<file path="config.mk">
export PLATFORM = sky130hd
export DESIGN_NAME = hiccup_seq
export DESIGN_NICKNAME = d
export VERILOG_FILES = /design/src/rtl/hiccup_seq.sv
export SDC_FILE = /design/constraint.sdc
export NUM_CORES = 1
export LEC_CHECK = 0
export BUFFER_PORTS_ARGS = -buffer_cell sky130_fd_sc_hd__buf_4
export CAP_MARGIN = 20
export CORE_MARGIN = 4
export CORE_UTILIZATION = 63
export DETAILED_ROUTE_END_ITERATION = 8
export PLACE_DENSITY = 0.92
export SLEW_MARGIN = 20
export SYNTH_ARGS = -nofsm -noshare
export SYNTH_HDL_FRONTEND = slang
export SYNTH_SLANG_ARGS = --single-unit
export TNS_END_PERCENT = 5
</file>
<file path="constraint.sdc">
create_clock -name clk -period 3.7 [get_ports clk]
set_input_delay 0.185 -clock clk [delete_from_list [all_inputs] [get_ports clk]]
set_output_delay 0.185 -clock clk [all_outputs]
set_load 0.02 [all_outputs]
</file>
<file path="src/rtl/hiccup_seq.sv">
module hiccup_seq #(
  parameter int CODE_W   = 6,
  parameter int STEP_CYC = 2125
) (
  input  logic              clk,
  input  logic              rst,
  input  logic              supply_ok,
  input  logic              oc_flag,
  output logic [CODE_W-1:0] ref_code,
  output logic              out_en,
  output logic              hiccup,
  output logic              running
);
  localparam int SS_CYCLES = STEP_CYC * (2 ** CODE_W);
  localparam int TW = $clog2(SS_CYCLES);
  localparam logic [TW-1:0] SS_LAST   = TW'(SS_CYCLES - 1);
  localparam logic [TW-1:0] STEP_LAST = TW'(STEP_CYC - 1);

  typedef enum logic [2:0] {S_IDLE, S_DUMMY1, S_DUMMY2, S_RAMP, S_RUN} st_t;

  st_t st;
  logic oc_s1, oc_s2;
  logic [TW-1:0] tmr;
  logic [CODE_W-1:0] code;

  wire trip     = oc_s2 && (st == S_RAMP || st == S_RUN);
  wire tmr_end  = (tmr == SS_LAST);
  wire step_end = (tmr == STEP_LAST);
  wire at_top   = &code;

  always_ff @(posedge clk) begin
    if (rst) begin
      oc_s1 <= 1'b0;
      oc_s2 <= 1'b0;
      st    <= S_IDLE;
      tmr   <= '0;
      code  <= '0;
    end else begin
      oc_s1 <= oc_flag;
      oc_s2 <= oc_s1;
      if (!supply_ok) begin
        st   <= S_IDLE;
        tmr  <= '0;
        code <= '0;
      end else begin
        case (st)
          S_IDLE: begin
            st   <= S_RAMP;
            tmr  <= '0;
            code <= '0;
          end
          S_DUMMY1: begin
            if (tmr_end) begin
              st  <= S_DUMMY2;
              tmr <= '0;
            end else tmr <= tmr + 1'b1;
          end
          S_DUMMY2: begin
            if (tmr_end) begin
              st   <= S_RAMP;
              tmr  <= '0;
              code <= '0;
            end else tmr <= tmr + 1'b1;
          end
          S_RAMP: begin
            if (trip) begin
              st   <= S_DUMMY1;
              tmr  <= '0;
              code <= '0;
            end else if (step_end) begin
              tmr <= '0;
              if (at_top) st <= S_RUN;
              else code <= code + 1'b1;
            end else tmr <= tmr + 1'b1;
          end
          S_RUN: begin
            if (trip) begin
              st   <= S_DUMMY1;
              tmr  <= '0;
              code <= '0;
            end
          end
          default: begin
            st   <= S_IDLE;
            tmr  <= '0;
            code <= '0;
          end
        endcase
      end
    end
  end

  assign ref_code = code;
  assign out_en   = (st == S_RAMP) || (st == S_RUN);
  assign hiccup   = (st == S_DUMMY1) || (st == S_DUMMY2);
  assign running  = (st == S_RUN);

  p_idle_quiet_r10: assert property (@(posedge clk) disable iff (rst)
    !supply_ok |=> (ref_code == '0 && !out_en && !hiccup && !running));

  p_trip_kills_r5: assert property (@(posedge clk) disable iff (rst)
    (out_en && oc_s2 && supply_ok) |=> (!out_en && hiccup && ref_code == '0));

  p_hiccup_quiet_r6: assert property (@(posedge clk) disable iff (rst)
    hiccup |-> (ref_code == '0 && !out_en && !running));

  p_dummy_bound_r6: assert property (@(posedge clk) disable iff (rst)
    hiccup |-> (tmr <= SS_LAST));

  p_code_step_r3: assert property (@(posedge clk) disable iff (rst)
    (out_en && !running) |=> (!out_en || ref_code == $past(ref_code) ||
                              ref_code == $past(ref_code) + 1'b1));

  p_run_full_r3: assert property (@(posedge clk) disable iff (rst)
    running |-> (&ref_code && out_en));

  p_ramp_from_zero_r7: assert property (@(posedge clk) disable iff (rst)
    $rose(out_en) |-> (ref_code == '0 && !running));
endmodule

</file>
==> Word-level counts from Yosys, hierarchy flattened <==
Index checks and enable logic that the tools add are counted.
{ "totals": {"ff_bits": 29, "input_bits": 4, "word_cells": 48} }
{ "classes": {"add_sub_neg": 2, "n_eq_ne": 12, "n_mux": 18, "bitwise_logic": 2, "n_reduce_logical": 9} }
{ "ops": {"columns": ["operator", "count"], "rows": [
  ["18-bit 2-to-1 mux", 4],
  ["18-bit one-hot mux with 3 select lines", 1],
  ["6-bit 2-to-1 mux", 5],
  ["6-bit one-hot mux with 4 select lines", 1],
  ["18-bit by 1-bit adder with 18-bit output, second input constant", 1],
  ["18-bit by 12-bit equality test with 1-bit output, second input constant", 1],
  ["18-bit equality test, second input constant", 1],
  ["3-bit 2-to-1 mux", 6],
  ["3-bit one-hot mux with 5 select lines", 1],
  ["5-bit AND reduction", 2],
  ["3-bit != test, second input constant", 3],
  ["6-bit by 1-bit adder with 6-bit output, second input constant", 1],
  ["3-bit by 2-bit equality test with 1-bit output, second input constant", 2],
  ["6-bit AND reduction", 1],
  ["2-bit != test, second input constant", 2],
  ["2-bit OR reduction", 2],
  ["3-bit by 1-bit equality test with 1-bit output, second input constant", 1],
  ["3-bit equality test, second input constant", 1],
  ["3-bit logical NOT", 1],
  ["1-bit logical OR", 2],
  ["2-bit by 1-bit != test with 1-bit output, second input constant", 1],
  ["1-bit inverter", 2],
  ["1-bit logical AND", 1]
]} }

==> Depth between registers and ports, before layout <==
{ "depth": {"ltp_word": 5, "mapped_depth": 9} }

==> Worst setup path before layout <==
OpenSTA, ideal clock, no wires.
{ "synth_path": {"kind": "register to register", "startpoint": "register tmr[0]", "endpoint": "register code[5] (netlist: ref_code[5])", "t_arrival_ns": 1.817, "path_slack_ns": 1.813, "path_stages_with_launch": 9, "cell_sequence": "dfxtp_1 -> inv_1 -> ha_1 -> nor4bb_1 -> nand2_1 -> o21ai_2 -> o211ai_2 -> or4_1 -> a21boi_1"} }
{ "synth_between": {"elab_chain_cells": 3, "word_cells_on_any_way": 5} }
{ "synth_rtl": {"columns": ["item", "line_no", "source"], "rows": [
  ["from (decl)", "23", "logic [TW-1:0] tmr;"],
  ["from (signal assigned)", "56", "end else tmr <= tmr + 1'b1;"],
  ["from (signal assigned)", "63", "end else tmr <= tmr + 1'b1;"],
  ["from (signal assigned)", "74", "end else tmr <= tmr + 1'b1;"],
  ["18-bit by 12-bit equality test with 1-bit output / 18-bit equality test (equally long branches)", "28, 27", null],
  ["3-bit != test (no line) / 2-bit != test (equally long branches)", null, null],
  ["5-bit AND reduction (no line) *", null, null],
  ["to (signal assigned)", "73", "else code <= code + 1'b1;"],
  ["to (decl)", "24", "logic [CODE_W-1:0] code;"]
]} }
Every way passes the cells marked *; elsewhere a longest branch is shown, timed or not.
A chain may end at the register's enable or synchronous reset.

==> Worst setup path after layout <==
Ends and elaborated chain as after synthesis.

==> impl_metrics.env <==
export IMPL_ys_ff_latch=29
export IMPL_synth_edf_count=0
export IMPL_first_iter_violations=105
export IMPL_syn_cell_area_um2=1590
export IMPL_ys_warn_count=0
export IMPL_syn_to_final_growth_pct=8.41
export IMPL_critical_path_class="flip-flop to flip-flop"
export IMPL_rows=17
export IMPL_die_y_um=58.3
export IMPL_grt_max_degree=14
export IMPL_syn_instance_count=195
export IMPL_detailed_place_hpwl_um=2480
export IMPL_synth_seq_area_share_pct=36.4
export IMPL_ctsResizeCount=0
export IMPL_layoutNonFillerInstCount=236
export IMPL_p_comb_share_pct=10.5
export IMPL_max_slew_worst_pin_slew_ns=0.636
export IMPL_vias_per_cell=6.37
export IMPL_synthDistinctLibCells=49
export IMPL_internal_power_uw=428
export IMPL_htree_levels=2
export IMPL_setup_tns_ns=0
export IMPL_fp_dieArea_um2=3400
export IMPL_die_width_um=58.3
export IMPL_syn_num_nets=202
export IMPL_synth_area_per_cell_um2=8.17
export IMPL_ctsHoldBuffers=0
export IMPL_pwr_share_clk_pct=33.5
export IMPL_crit_path_end_kind="flip-flop"
export IMPL_cpPeakStageDelay_ns=0.54
export IMPL_clk_pin_slew_ns=0.10
export IMPL_antenna_left=0
export IMPL_drv_slew=0
export IMPL_overflow=0
export IMPL_peakVddDrop_mv=0.265
export IMPL_cts_sinks=29
export IMPL_antenna_found_initial=0
export IMPL_final_cell_mix="29 x dfxtp_1, 25 x nor2_1, 21 x nand2_1, 13 x nand3_1, 13 x buf_4"
export IMPL_p_leak_uw=0.000588
export IMPL_ctsRootBufferMaster="clkbuf_4"
export IMPL_gp_congestion=0.918
export IMPL_grt_setup_unrepaired="no"
export IMPL_slowest_stage="or4_1"
export IMPL_initial_utilization_pct=68.7
export IMPL_ys_async_sr_fraction_pct=0
export IMPL_drc=0
export IMPL_n_antenna_cell=0
export IMPL_portBuffers=12
export IMPL_final_common_cell="dfxtp_1"
export IMPL_slew_headroom_pct=57.3
export IMPL_synthTopCellsByArea="dfxtp_1 36%, nor2_1 5.9%, nand2_1 4.9%"
export IMPL_power_density_nw_per_um2=335
export IMPL_numCtsBuffers=5
export IMPL_hold_viol_final=0
export IMPL_grt_pass1_wl_um=6090
export IMPL_cap_violations=0
export IMPL_post_route_period_util_pct=58.6
export IMPL_critPathBufInv=1
export IMPL_hold_path_class="input port to flip-flop"
export IMPL_critPathTopFamily="simple AND/OR/NAND/NOR gates"
export IMPL_worst_clock_skew_ns=0.0167
export IMPL_drive_gt1_share_pct=14.9
export IMPL_swShare_pct=26.1
export IMPL_cts_tree="yes"
export IMPL_routed_wirelength_um=3510
export IMPL_seqPwrFrac_pct=56.0
export IMPL_arrival_ns=2.44
export IMPL_path_cells="inv_1 > ha_1 > nor4bb_1 > nand2_1 > o21ai_2 > o211ai_2 > or4_1 > a21boi_1"
export IMPL_synth_top_area_share_pct=36.4
export IMPL_status="finished, final reports clean"
export IMPL_clk_latency_ns=0.33
export IMPL_routedWlPerCell_um=14.9
export IMPL_setup_violations=0
export IMPL_core_area_um2=2320
export IMPL_yosys_most_used_dff="dfxtp_1"
export IMPL_p_sw_uw=151
export IMPL_rrSetupSlack_ns=1.53
export IMPL_vias=1503
export IMPL_postCtsSetupRepairBufs=0
export IMPL_yosysTopAreaCell="dfxtp_1"
export IMPL_track_usage_pct=23.4
export IMPL_finalCriticalPeriod_ns=2.17
export IMPL_start_kind="flip-flop"
export IMPL_dp_cells=229
export IMPL_cts_max_path_buffers=2
export IMPL_nets=215
export IMPL_drtPass1Iterations=4
export IMPL_crit_required_ns=3.97
export IMPL_pin_count=13
export IMPL_path_max_fanout=12
export IMPL_fmax_ghz=0.461
export IMPL_fillCellCount=170
export IMPL_first_global_vias=1400
stage by stage:
step,util [%],total power (µW),area (µm²),setup WS [ns],hold slack [ns]
2_1_floorplan,-,381,1590,1.81,0.257
3_3_place_gp,72.1,387,1670,1.66,0.358
3_5_place_dp,72.1,391,1670,1.55,0.365
4_1_cts,74.5,580,1730,1.53,0.0194
5_1_grt,74.5,607,1730,1.36,0.0116
6_report,74.5,579,1730,1.53,0.0272
path summary, 6_finish.rpt:
kind	endpoint	cells after the start	startpoint
worst max-delay path	ref_code[5]$_SDFFE_PP0P_	8	tmr[0]$_SDFFE_PP0P_
worst min-delay path	oc_s2$_SDFF_PP0_	2	rst
worst max register to register	ref_code[5]$_SDFFE_PP0P_	8	tmr[0]$_SDFFE_PP0P_
worst min register to register	oc_s2$_SDFF_PP0_	1	oc_s1$_SDFF_PP0_
cell families (layout without fill, tap and decap cells):
family                     after synthesis  after routing  synth area share [%]
AOI/OAI and AO/OA                       36             36                  14.5
xor gates and xnor gates                11             11                  6.05
adders and majority gates                3              3                  2.36
buffers and inverters                   13             26                  4.79
DFF                                     29             29                  36.4
muxes                                    1              1                 0.628
and+or+nand+nor                        102            102                  35.2
cells in the mapped netlist (2+ instances only):
cell type and number:
o31ai_1 2, xnor2_1 6, nor2b_1 3, o21ai_0 7, a21oi_1 8, or3_1 4, nand3_1 13, clkbuf_1 2
buf_2 2, nor3_1 6, buf_6 2, nor2_1 25, xor2_1 5, or2_2 2, and4_1 2, dfxtp_1 29
inv_1 6, nor3b_1 3, nand4_1 4, a21boi_1 3, and3_1 2, nand2_1 21, and2_1 3, and4b_1 2
a22oi_1 2, a31oi_1 6, ha_1 3
power groups by stage:
| stage | clock [µW] | sequential [µW] | combinational, µW |
|---|---|---|---|
| floorplan | 0 | 325 | 55.6 |
| global placement | 0 | 330 | 56.8 |
| detailed placement | 0 | 331 | 59.7 |
| CTS | 196 | 324 | 60.0 |
| global route | 215 | 325 | 67.3 |
| finish | 194 | 324 | 60.9 |
metal layers:
| layer | track usage, % | vias to the layer above | part of all wire (%) |
|---|---|---|---|
| li1 | - | 723 | - |
| met1 | 28.2 | 699 | 41 |
| met2 | 37.6 | 67 | 48 |
| met3 | 6.90 | 14 | 7.5 |
| met4 | 11.3 | 0 | 3.1 |
| met5 | 0 | - | 0 |
sequential cells by signal (all words and copies together), names as in the netlist:
name,count
oc_s1,1
oc_s2,1
ref_code,6
st,3
tmr,18
final cells by class:
class / instances / area [µm²] / area share, %
Multi-Input combinational cell: 153 / 936 / 54.2
Sequential cell: 29 / 581 / 33.6
Timing Repair Buffer: 13 / 97.6 / 5.65
Clock buffer: 7 / 55.1 / 3.19
Tap cell: 28 / 35.0 / 2.03
Inverter: 6 / 22.5 / 1.30
(Power assumes the default switching activity.)
